## src/rtl/uart_fifo_pkg.sv

```systemverilog
package uart_fifo_pkg;

    typedef enum logic [1:0] {
        IDLE_EMPTY = 2'd0,
        IDLE_COUNT = 2'd1,
        IDLE_FIRED = 2'd2
    } idle_state_e;

    // Receive fill level for a 2-bit code, scaled to the queue depth.
    function automatic int unsigned rx_level(input logic [1:0] code, input int unsigned depth);
        case (code)
            2'd0:    return 1;
            2'd1:    return depth / 8;
            2'd2:    return depth / 4;
            default: return depth / 2;
        endcase
    endfunction

    // Transmit drain level for a 2-bit code, scaled to the queue depth.
    function automatic int unsigned tx_level(input logic [1:0] code, input int unsigned depth);
        case (code)
            2'd0:    return 0;
            2'd1:    return depth / 4;
            2'd2:    return depth / 2;
            default: return (3 * depth) / 4;
        endcase
    endfunction

endpackage

```

## src/rtl/uart_fifo_cfg.sv

```systemverilog
module uart_fifo_cfg (
    input  logic       clk,
    input  logic       rst_n,
    input  logic       we,
    input  logic [7:0] wdata,
    output logic [7:0] cfg_q
);
    // Bit 3 is never stored; flush bits [2:1] fall back to 0 one cycle after being set.
    always_ff @(posedge clk or negedge rst_n) begin
        if (!rst_n) begin
            cfg_q <= 8'h00;
        end else if (we) begin
            cfg_q <= {wdata[7:4], 1'b0, wdata[2:0]};
        end else begin
            cfg_q[2:1] <= 2'b00;
        end
    end
endmodule

```

## src/rtl/uart_byte_fifo.sv

```systemverilog
module uart_byte_fifo #(
    parameter  int DEPTH = 64,
    parameter  int W     = 8,
    localparam int AW    = $clog2(DEPTH),
    localparam int CW    = AW + 1
) (
    input  logic          clk,
    input  logic          rst_n,
    input  logic          push,
    input  logic [W-1:0]  din,
    input  logic          pop,
    input  logic          flush,
    input  logic          single,
    output logic [W-1:0]  dout,
    output logic [CW-1:0] count,
    output logic          full,
    output logic          empty,
    output logic          ovr
);
    // DEPTH must be a power of two so the pointers wrap on their own.
    logic [W-1:0]  mem [DEPTH];
    logic [AW-1:0] wp, rp;
    logic [CW-1:0] cnt;
    logic          ovr_q;
    logic          do_push, do_pop;

    assign full    = single ? (cnt != '0) : (cnt == CW'(DEPTH));
    assign empty   = (cnt == '0);
    assign do_push = push && !full && !flush;
    assign do_pop  = pop && !empty && !flush;

    always_ff @(posedge clk) begin
        if (do_push) begin
            mem[wp] <= din;
        end
    end

    always_ff @(posedge clk or negedge rst_n) begin
        if (!rst_n) begin
            wp    <= '0;
            rp    <= '0;
            cnt   <= '0;
            ovr_q <= 1'b0;
        end else if (flush) begin
            wp    <= '0;
            rp    <= '0;
            cnt   <= '0;
            ovr_q <= 1'b0;
        end else begin
            if (do_push) wp <= wp + AW'(1);
            if (do_pop)  rp <= rp + AW'(1);
            unique case ({do_push, do_pop})
                2'b10:   cnt <= cnt + CW'(1);
                2'b01:   cnt <= cnt - CW'(1);
                default: cnt <= cnt;
            endcase
            if (push && full) ovr_q <= 1'b1;
        end
    end

    assign dout  = mem[rp];
    assign count = cnt;
    assign ovr   = ovr_q;
endmodule

```

## src/rtl/uart_rx_idle.sv

```systemverilog
module uart_rx_idle
    import uart_fifo_pkg::*;
#(
    parameter  int IDLE_CHARS = 3,
    parameter  int CW         = 7,
    localparam int TW         = $clog2(IDLE_CHARS + 1)
) (
    input  logic          clk,
    input  logic          rst_n,
    input  logic          flush,
    input  logic          push_acc,
    input  logic          tick,
    input  logic          stranded,
    input  logic [CW-1:0] count,
    output logic          fired
);
    idle_state_e   state, nstate;
    logic [TW-1:0] ticks, nticks;

    always_ff @(posedge clk or negedge rst_n) begin
        if (!rst_n) begin
            state <= IDLE_EMPTY;
            ticks <= '0;
        end else begin
            state <= nstate;
            ticks <= nticks;
        end
    end

    always_comb begin
        nstate = state;
        nticks = ticks;
        unique case (state)
            IDLE_EMPTY: begin
                nticks = '0;
                if (push_acc) nstate = IDLE_COUNT;
            end
            IDLE_COUNT: begin
                if (push_acc) begin
                    nticks = '0;
                end else if (count == '0) begin
                    nstate = IDLE_EMPTY;
                    nticks = '0;
                end else if (tick) begin
                    if (stranded && ticks >= TW'(IDLE_CHARS - 1)) begin
                        nstate = IDLE_FIRED;
                        nticks = '0;
                    end else if (ticks != TW'(IDLE_CHARS)) begin
                        nticks = ticks + TW'(1);
                    end
                end
            end
            IDLE_FIRED: begin
                nticks = '0;
                if (count == '0) nstate = push_acc ? IDLE_COUNT : IDLE_EMPTY;
            end
            default: begin
                nstate = IDLE_EMPTY;
                nticks = '0;
            end
        endcase
        if (flush) begin
            nstate = IDLE_EMPTY;
            nticks = '0;
        end
    end

    always_comb begin
        fired = (state == IDLE_FIRED);
    end
endmodule

```

## src/rtl/uart_fifo_ctrl.sv

```systemverilog
module uart_fifo_ctrl
    import uart_fifo_pkg::*;
#(
    parameter  int DEPTH      = 64,
    parameter  int IDLE_CHARS = 3,
    localparam int CW         = $clog2(DEPTH) + 1
) (
    input  logic          clk,
    input  logic          rst_n,
    input  logic          cfg_we,
    input  logic [7:0]    cfg_wdata,
    output logic [7:0]    cfg_rdata,
    input  logic          char_tick,
    input  logic          tx_push,
    input  logic [7:0]    tx_data,
    input  logic          tx_pop,
    output logic [7:0]    tx_q,
    output logic [CW-1:0] tx_count,
    output logic          tx_full,
    output logic          tx_empty,
    output logic          tx_ovr,
    output logic          tx_req,
    input  logic          rx_push,
    input  logic [7:0]    rx_data,
    input  logic          rx_pop,
    output logic [7:0]    rx_q,
    output logic [CW-1:0] rx_count,
    output logic          rx_full,
    output logic          rx_empty,
    output logic          rx_ovr,
    output logic          rx_req,
    output logic          rx_timeout
);
    logic [7:0]    cfg_q;
    logic          en, rx_flush, tx_flush;
    logic [CW-1:0] rx_thr, tx_thr;
    logic          stranded, fired, rx_push_acc;

    uart_fifo_cfg u_cfg (
        .clk   (clk),
        .rst_n (rst_n),
        .we    (cfg_we),
        .wdata (cfg_wdata),
        .cfg_q (cfg_q)
    );

    assign cfg_rdata = cfg_q;
    assign en        = cfg_q[0];
    assign rx_flush  = cfg_q[1];
    assign tx_flush  = cfg_q[2];
    assign rx_thr    = CW'(rx_level(cfg_q[5:4], DEPTH));
    assign tx_thr    = CW'(tx_level(cfg_q[7:6], DEPTH));

    uart_byte_fifo #(.DEPTH(DEPTH), .W(8)) u_txf (
        .clk    (clk),
        .rst_n  (rst_n),
        .push   (tx_push),
        .din    (tx_data),
        .pop    (tx_pop),
        .flush  (tx_flush),
        .single (!en),
        .dout   (tx_q),
        .count  (tx_count),
        .full   (tx_full),
        .empty  (tx_empty),
        .ovr    (tx_ovr)
    );

    uart_byte_fifo #(.DEPTH(DEPTH), .W(8)) u_rxf (
        .clk    (clk),
        .rst_n  (rst_n),
        .push   (rx_push),
        .din    (rx_data),
        .pop    (rx_pop),
        .flush  (rx_flush),
        .single (!en),
        .dout   (rx_q),
        .count  (rx_count),
        .full   (rx_full),
        .empty  (rx_empty),
        .ovr    (rx_ovr)
    );

    assign rx_push_acc = rx_push && !rx_full && !rx_flush;
    assign stranded    = en && (rx_count != '0) && (rx_count < rx_thr);

    uart_rx_idle #(.IDLE_CHARS(IDLE_CHARS), .CW(CW)) u_idle (
        .clk      (clk),
        .rst_n    (rst_n),
        .flush    (rx_flush),
        .push_acc (rx_push_acc),
        .tick     (char_tick),
        .stranded (stranded),
        .count    (rx_count),
        .fired    (fired)
    );

    assign rx_timeout = fired && en && (rx_count != '0);
    assign rx_req     = en ? ((rx_count >= rx_thr) || rx_timeout) : (rx_count != '0);
    assign tx_req     = en ? (tx_count <= tx_thr) : (tx_count == '0);
endmodule

```

## config.mk

```make
export PLATFORM = sky130hd
export DESIGN_NAME = uart_fifo_ctrl
export DESIGN_NICKNAME = d
export VERILOG_FILES = /design/src/rtl/uart_fifo_pkg.sv /design/src/rtl/uart_fifo_cfg.sv /design/src/rtl/uart_byte_fifo.sv /design/src/rtl/uart_rx_idle.sv /design/src/rtl/uart_fifo_ctrl.sv
export SDC_FILE = /design/constraint.sdc
export NUM_CORES = 1
export LEC_CHECK = 0
export BUFFER_PORTS_ARGS = -buffer_cell sky130_fd_sc_hd__buf_2
export CORE_MARGIN = 2
export CORE_UTILIZATION = 62
export CTS_BUF_LIST = sky130_fd_sc_hd__clkbuf_4
export CTS_CLUSTER_DIAMETER = 100
export DETAILED_ROUTE_END_ITERATION = 8
export GPL_TIMING_DRIVEN = 1
export PLACE_DENSITY = 0.84
export SLEW_MARGIN = 20
export SYNTH_ARGS = -nofsm -noshare
export SYNTH_HDL_FRONTEND = slang
export SYNTH_SLANG_ARGS = --single-unit
```

## constraint.sdc

```tcl
create_clock -name clk -period 9 [get_ports clk]
set_clock_uncertainty 0.2 [all_clocks]
set_input_delay 1.8 -clock clk [delete_from_list [all_inputs] [get_ports clk]]
set_output_delay 1.8 -clock clk [all_outputs]
set_load 0.01 [all_outputs]
```

==> flow_summary_export.csv, run 1 <==
group,metric,value,unit
placement,place_area,43930,um2
global_routing,antenna_found_initial,2,
setup_path,startpoint,"u_rxf.rp[0]",
setup_path,path_class,"reg -> out",
timing,grt_setup_unrepaired,"no",
clock_network,postCtsHoldBufs,0,
layout,layout.cells.non_filler,3517,
timing,fin_crit,6.975,ns
setup_path,cp-start-kind,"flop",
placement,place_congestion,0.8631,
clock_network,clk_pin_slew_worst_paths,0.06,ns
drt,routed_wl,94.06,mm
placement,dpl.hpwl,55.07,mm
logic_synthesis,seq_area_frac_synth,0.7474,
setup_path,timing.rr.start,"u_txf.count[2]",
setup_path,reg2regPathDepth,6,
clock_network,h-tree-depth,5,
setup_path,critPathCaptureType,"output pin",
floorplan,io_pins,79,
power,p_leak,15.17,nW
power,finalPower,0.01241,W
clock_network,clock_path_buffers,4,
floorplan,die_y,266.9,um
timing,period_share,0.7750,
timing,fin_tns_setup,0,ns
timing,finalMaxSlewViolations,0,
placement,io_buffers,76,
logic_synthesis,synth_area_per_cell,19.24,um2
power,ir_drop,0.1763,mV
setup_path,cp.buffers_inverters,3,
setup_path,cp_num_cells,8,
drt,drc_errors,0,
timing,hold_viol_final,0,
timing,relSlewSlack,0.2746,
global_routing,track_usage,0.2691,
setup_path,regToRegSetupSlack,4.67,ns
setup_path,crit_family,"buffers and inverters",
logic_synthesis,synth_edf_count,1024,
drt,vias,23040,
setup_path,crit_chain,"buf_4 -> buf_4 -> mux4_2 -> o21ai_0 -> nand3_1 -> o211ai_1 -> nand2_1 -> buf_2",
clock_network,cts.sinks,1075,
outcome,status,"finished clean",
global_routing,grt_overflow_total,0,
setup_path,cp_common_cell,"buf_4",
floorplan,start_util,0.6259,
floorplan,num_rows,96,
clock_network,post_cts_resized,0,
global_routing,grt_pass1_wl,141.0,mm
logic_synthesis,synthTopCellsByArea,"edfxtp_1 72%, mux4_2 13%, dfrtp_1 3.0%, mux2i_1 1.8%, nor2_1 1.7%",
logic_synthesis,synth_top_area_share,0.7176,
placement,placed_cells_incl_taps,3071,
layout,finalNetCount,2516,
layout,drive_above_1_share,0.2957,
global_routing,grt_max_degree,65,
setup_path,r2r-end,"u_txf.mem[30][4]",
min_path,hp-class,"reg -> reg",
logic_synthesis,synth_fp_nets,2274,
global_routing,first_global_vias,23890,
logic_synthesis,synth_top_cell_by_area,"edfxtp_1",
logic_synthesis,ys_ff_latch,1075,
timing,fmax,143.4,MHz
layout,fillCellCount,4091,
layout,area_growth,10.08,%
setup_path,critPathSlowestCell,"dfrtp_4",
floorplan,core-area,68470,um2
drt,wire_per_inst,26.74,um
logic_synthesis,yosysMostFrequentCell,"edfxtp_1",
clock_network,numCtsBuffers,278,
logic_synthesis,synthCells,2227,
setup_path,crit_arrival,4.98,ns
drt,drtIter0Drc,2753,
clock_network,post_cts_buffers,0,
logic_synthesis,synthTopCellsByCount,"1024 x edfxtp_1, 238 x mux4_2, 194 x nor2_1, 78 x mux2i_1, 77 x nand2_1",
setup_path,critPathMaxStageDelay,0.98,ns
timing,holdWs,0.2954,ns
clock_network,cts-root-buf,"clkbuf_4",
logic_synthesis,netlist_area,42850,um2
setup_path,endpoint,"rx_q[4]",
drt,first_pass_iters,6,
logic_synthesis,ys_async_sr_fraction,0.04744,
timing,finalSetupViolations,0,
logic_synthesis,synth_cell_type_count,72,
clock_network,clock_latency,1.11,ns
logic_synthesis,synth_ff_type,"edfxtp_1",
setup_path,worstPathRequired,7.00,ns
clock_network,tritoncts,"done",
drt,antenna_left,0,
drt,viasPerCell,6.552,
timing,worst_slew_pin_slew,1.061,ns
power,power_density,263.2,nW/um2
floorplan,chipWidth,266.9,um
run,maxCapViolCount,0,
setup_path,path_max_fanout,44,
floorplan,die_area,71240,um2
layout,final_cell_area,47170,um2
logic_synthesis,ys_warn_count,0,
[per-layer routing]
layer	track usage	up-vias	wire length [um]
li1	-	9680	-
met1	0.3427	11700	33890
met2	0.4407	1423	47980
met3	0.06163	245	8495
met4	0.1345	0	3691
met5	0	-	0
[sequential cells by signal (all words and copies together), names as in the netlist, 7 cells and up]
name         flops
u_rxf.mem      512
u_txf.mem      512
u_cfg.cfg_q      7
u_rxf.count      7
u_txf.count      7
[report_power, final]
group	switching (W)	internal, W
combinational	0.00141	0.00124
sequential	0.000299	0.00557
clock	0.00185	0.00203
total	0.00357	0.00885
[cells in the final DEF, fill, tap and decap left out, types with 13 or more instances in the layout]
cell / instances
edfxtp_1: 1024
nor2_1: 194
o21ai_0: 30
mux2i_1: 78
nand2_1: 77
o22ai_1: 21
dfrtp_1: 45
buf_2: 60
ha_1: 15
nor2b_1: 20
nand4_1: 13
nor3_1: 14
buf_4: 30
a22oi_1: 18
mux2_2: 16
mux4_2: 238
inv_1: 14
clkbuf_4: 383
a211oi_1: 14
nand3_1: 27
clkinv_1: 41
xor2_1: 14
a21oi_1: 44
[worst min path at each step]
stage / startpoint / to / slack (ns) / cells past startpoint
2_1_floorplan: u_idle.state[1] / u_idle.state[0] / 0.27 / 1
3_3_place_gp: u_txf.ovr / u_txf.ovr / 0.27 / 2
3_5_place_dp: u_rxf.ovr / u_rxf.ovr / 0.28 / 2
4_1_cts: u_rxf.ovr / u_rxf.ovr / 0.30 / 2
5_1_grt: u_txf.ovr / u_txf.ovr / 0.32 / 2
6_report: u_txf.ovr / u_txf.ovr / 0.30 / 2
[through the flow]
stage | setup slack (ns) | util
after floorplan | 4.685 | -
after global placement | 3.163 | 0.6417
after detailed placement | 3.090 | 0.6417
after CTS | 1.848 | 0.6881
after global routing | 1.664 | 0.6889
final | 2.025 | 0.6890
[cells by family (layout without fill, tap and decap cells)]
logic type                 after synthesis  in the layout  share of synthesized area
other                                    1              8                 0.00008751
xor gates and xnor gates                24             24                   0.004905
DFF                                   1075           1075                     0.7474
adders and majority gates               15             15                   0.004380
buffers and inverters                  143            544                    0.01396
AOI/OAI and AO/OA                      210            210                    0.03419
muxes                                  335            335                     0.1486
and+or+nand+nor                        424            424                    0.04657
[worst register-to-register path, cell delays in order (launching register included)]
cell	delay [ns]
dfrtp_1	0.48
nor4_1	0.70
a21o_1	0.21
nand3_1	0.22
nor3_1	0.49
nand3_1	0.70
nor2_1	0.94
[cell type report]
cell class	count	area, um2	area share
antenna	7	17.52	0.0003714
multi-input combinational	1009	10230	0.2168
clock buffer	383	2875	0.06096
inverter	14	52.55	0.001114
timing repair buffer	91	545.5	0.01156
clock inverter	56	304.0	0.006446
tap	882	1104	0.02340
sequential	1075	32040	0.6793
Power figures use the tool's default switching activity.
==> run 2: changes to the inputs <==
--- a/config.mk
+++ b/config.mk
@@ -7,7 +7,7 @@
 export LEC_CHECK = 0
 export BUFFER_PORTS_ARGS = -buffer_cell sky130_fd_sc_hd__buf_2
 export CORE_MARGIN = 2
-export CORE_UTILIZATION = 62
+export CORE_UTILIZATION = 59
 export CTS_BUF_LIST = sky130_fd_sc_hd__clkbuf_4
 export CTS_CLUSTER_DIAMETER = 100
 export DETAILED_ROUTE_END_ITERATION = 8
==> constraint.sdc (replaced) <==
create_clock -name clk -period 5.67 [get_ports clk]
set_clock_uncertainty 0.2 [all_clocks]
set_input_delay 1.134 -clock clk [delete_from_list [all_inputs] [get_ports clk]]
set_output_delay 1.134 -clock clk [all_outputs]
set_load 0.01 [all_outputs]
==> run 2 against run 1 <==
Effect of this change:
- setup slack lost 1.9 ns
- largest cell class unchanged
- via count rose by 2.8%
- combinational power up 69%
- sequential share of layout area is 0.64 points lower
- clock-buffer cell count increased by 16
- critical path depth is 2 lower
- non-clock buffer count rose by 15
- first-iteration DRC count is 7.9% higher
- core utilization fell by 2.5 points
==> flow_summary_export.csv, run 2 (same netlist as run 1, synthesis figures left out) <==
group,metric,value,unit
layout,finalNetCount,2536,
floorplan,start_util,0.5974,
global_routing,first_global_vias,24160,
clock_network,clock_latency,1.07,ns
power,power_density,423.0,nW/um2
floorplan,die_area,74800,um2
timing,finalSetupViolations,0,
timing,hold_viol_final,0,
run,maxCapViolCount,0,
global_routing,grt_pass1_wl,144.4,mm
timing,finalMaxSlewViolations,0,
timing,fmax,181.4,MHz
drt,met1_length,33.66,mm
drt,wire_per_inst,26.69,um
timing,fin_tns_setup,0,ns
setup_path,path_class,"reg -> out",
power,finalPower,0.02014,W
global_routing,grt_max_degree,78,
clock_network,h-tree-depth,5,
timing,grt_setup_unrepaired,"no",
power,p_leak,15.38,nW
power,ir_drop,0.2511,mV
drt,antenna_left,0,
layout,area_growth,11.13,%
setup_path,critPathCaptureType,"output pin",
drt,drc_errors,0,
global_routing,track_usage,0.2605,
placement,dpl.hpwl,56.66,mm
setup_path,path_max_fanout,13,
timing,period_share,0.9725,
setup_path,worstPathRequired,4.34,ns
floorplan,chipWidth,273.5,um
drt,routed_wl,96.72,mm
global_routing,grt_overflow_total,0,
timing,relSlewSlack,0.2453,
layout,layout_commonest_cell,"edfxtp_1",
clock_network,post_cts_resized,0,
global_routing,antenna_found_initial,3,
placement,io_buffers,76,
clock_network,cts-root-buf,"clkbuf_4",
floorplan,io_pins,79,
floorplan,num_rows,98,
placement,place_ws,1.084,ns
placement,place_congestion,0.8841,
drt,first_pass_iters,9,
setup_path,crit_arrival,4.18,ns
timing,fin_crit,5.514,ns
layout,mostFrequentLayoutCells,"1024 x edfxtp_1, 399 x clkbuf_4, 238 x mux4_2",
drt,viasPerCell,6.539,
clock_network,cts.sinks,1075,
outcome,status,"finished clean",
timing,layout_setup_ws,0.1560,ns
min_path,hp-class,"in -> reg",
clock_network,clk_pin_slew_worst_paths,0.07,ns
timing,worst_slew_pin_slew,1.130,ns
floorplan,die_y,273.5,um
layout,reg_top3,"u_rxf.mem: 512 flops, u_txf.mem: 512 flops",
layout,drive_above_1_share,0.3032,
drt,topRoutingLayerUsed,"met5",
setup_path,cp-start-kind,"flop",
floorplan,core-area,71730,um2
layout,fin_util,0.6639,
clock_network,numCtsBuffers,283,
drt,drtIter0Drc,2970,
clock_network,clock_path_buffers,4,
clock_network,tritoncts,"done",
layout,fillCellCount,4396,
drt,wl_met3,9.973,mm
drt,vias,23700,
drt,wl_met2,48.69,mm
## run 2: changes by cell type in the layout (fill, tap and decap cells not counted), sizes merged, moves of 2 or more
cell,before,now
inv,19,21
clkinv,47,54
buf,91,105
clkbuf,383,399
## run 2: timing repair
| action | CTS | global route |
|---|---|---|
| setup endpoints to repair | 1 | 3 |
| hold buffers | 1 | 0 |
| endpoints found under the hold margin | 48 | 0 |
| setup buffers | 1 | 2 |
## run 2: area by class of cell
type	instances	area (um2)	area share
tap	950	1189	0.02496
timing repair buffer	106	738.2	0.01550
multi-input combinational	1009	10230	0.2148
sequential	1075	32040	0.6729
antenna	6	15.01	0.0003153
inverter	14	52.55	0.001103
clock buffer	399	2995	0.06290
clock inverter	65	360.3	0.007567
## run 2: worst max-delay path, stage by stage (launching register included)
cell	delay (ns)
dfrtp_1	0.87
nor2b_1	0.97
a21oi_1	0.28
nand3_1	0.25
nand4_1	0.26
o41ai_1	0.24
buf_2	0.24
## run 2: final timing paths
path	start	to	slack, ns	depth (start not counted)
hold reg to reg	u_rxf.ovr	u_rxf.ovr	0.31	2
min in group asynchronous	rst_n	u_txf.wp[0]	0.59	3
max in group asynchronous	rst_n	u_rxf.rp[0]	4.07	3
setup / recovery	u_txf.rp[2]	tx_q[6]	0.16	6
hold / removal	cfg_wdata[7]	u_cfg.cfg_q[7]	0.12	3
setup reg to reg	u_txf.count[2]	u_txf.mem[39][0]	1.22	6
## run 2: where the power goes
part / internal, W / switching, W
clock network: 0.00340 / 0.00302
logic: 0.00205 / 0.00243
registers: 0.00885 / 0.000389
## run 2: through the flow
step	hold slack, ns	instances	area, um2
after floorplan	0.2707	2227	42850
after global placement	0.2756	3150	44140
after detailed placement	0.2975	3150	44140
after CTS	0.01266	3616	47530
after global routing	0.03634	3624	47620
final	0.1243	3624	47620
## run 2: metal layers
layer,global-route usage,vias to the layer above
met4,0.1244,2
met5,0,-
li1,-,9745
met3,0.06711,346
met1,0.3273,11890
met2,0.4280,1712
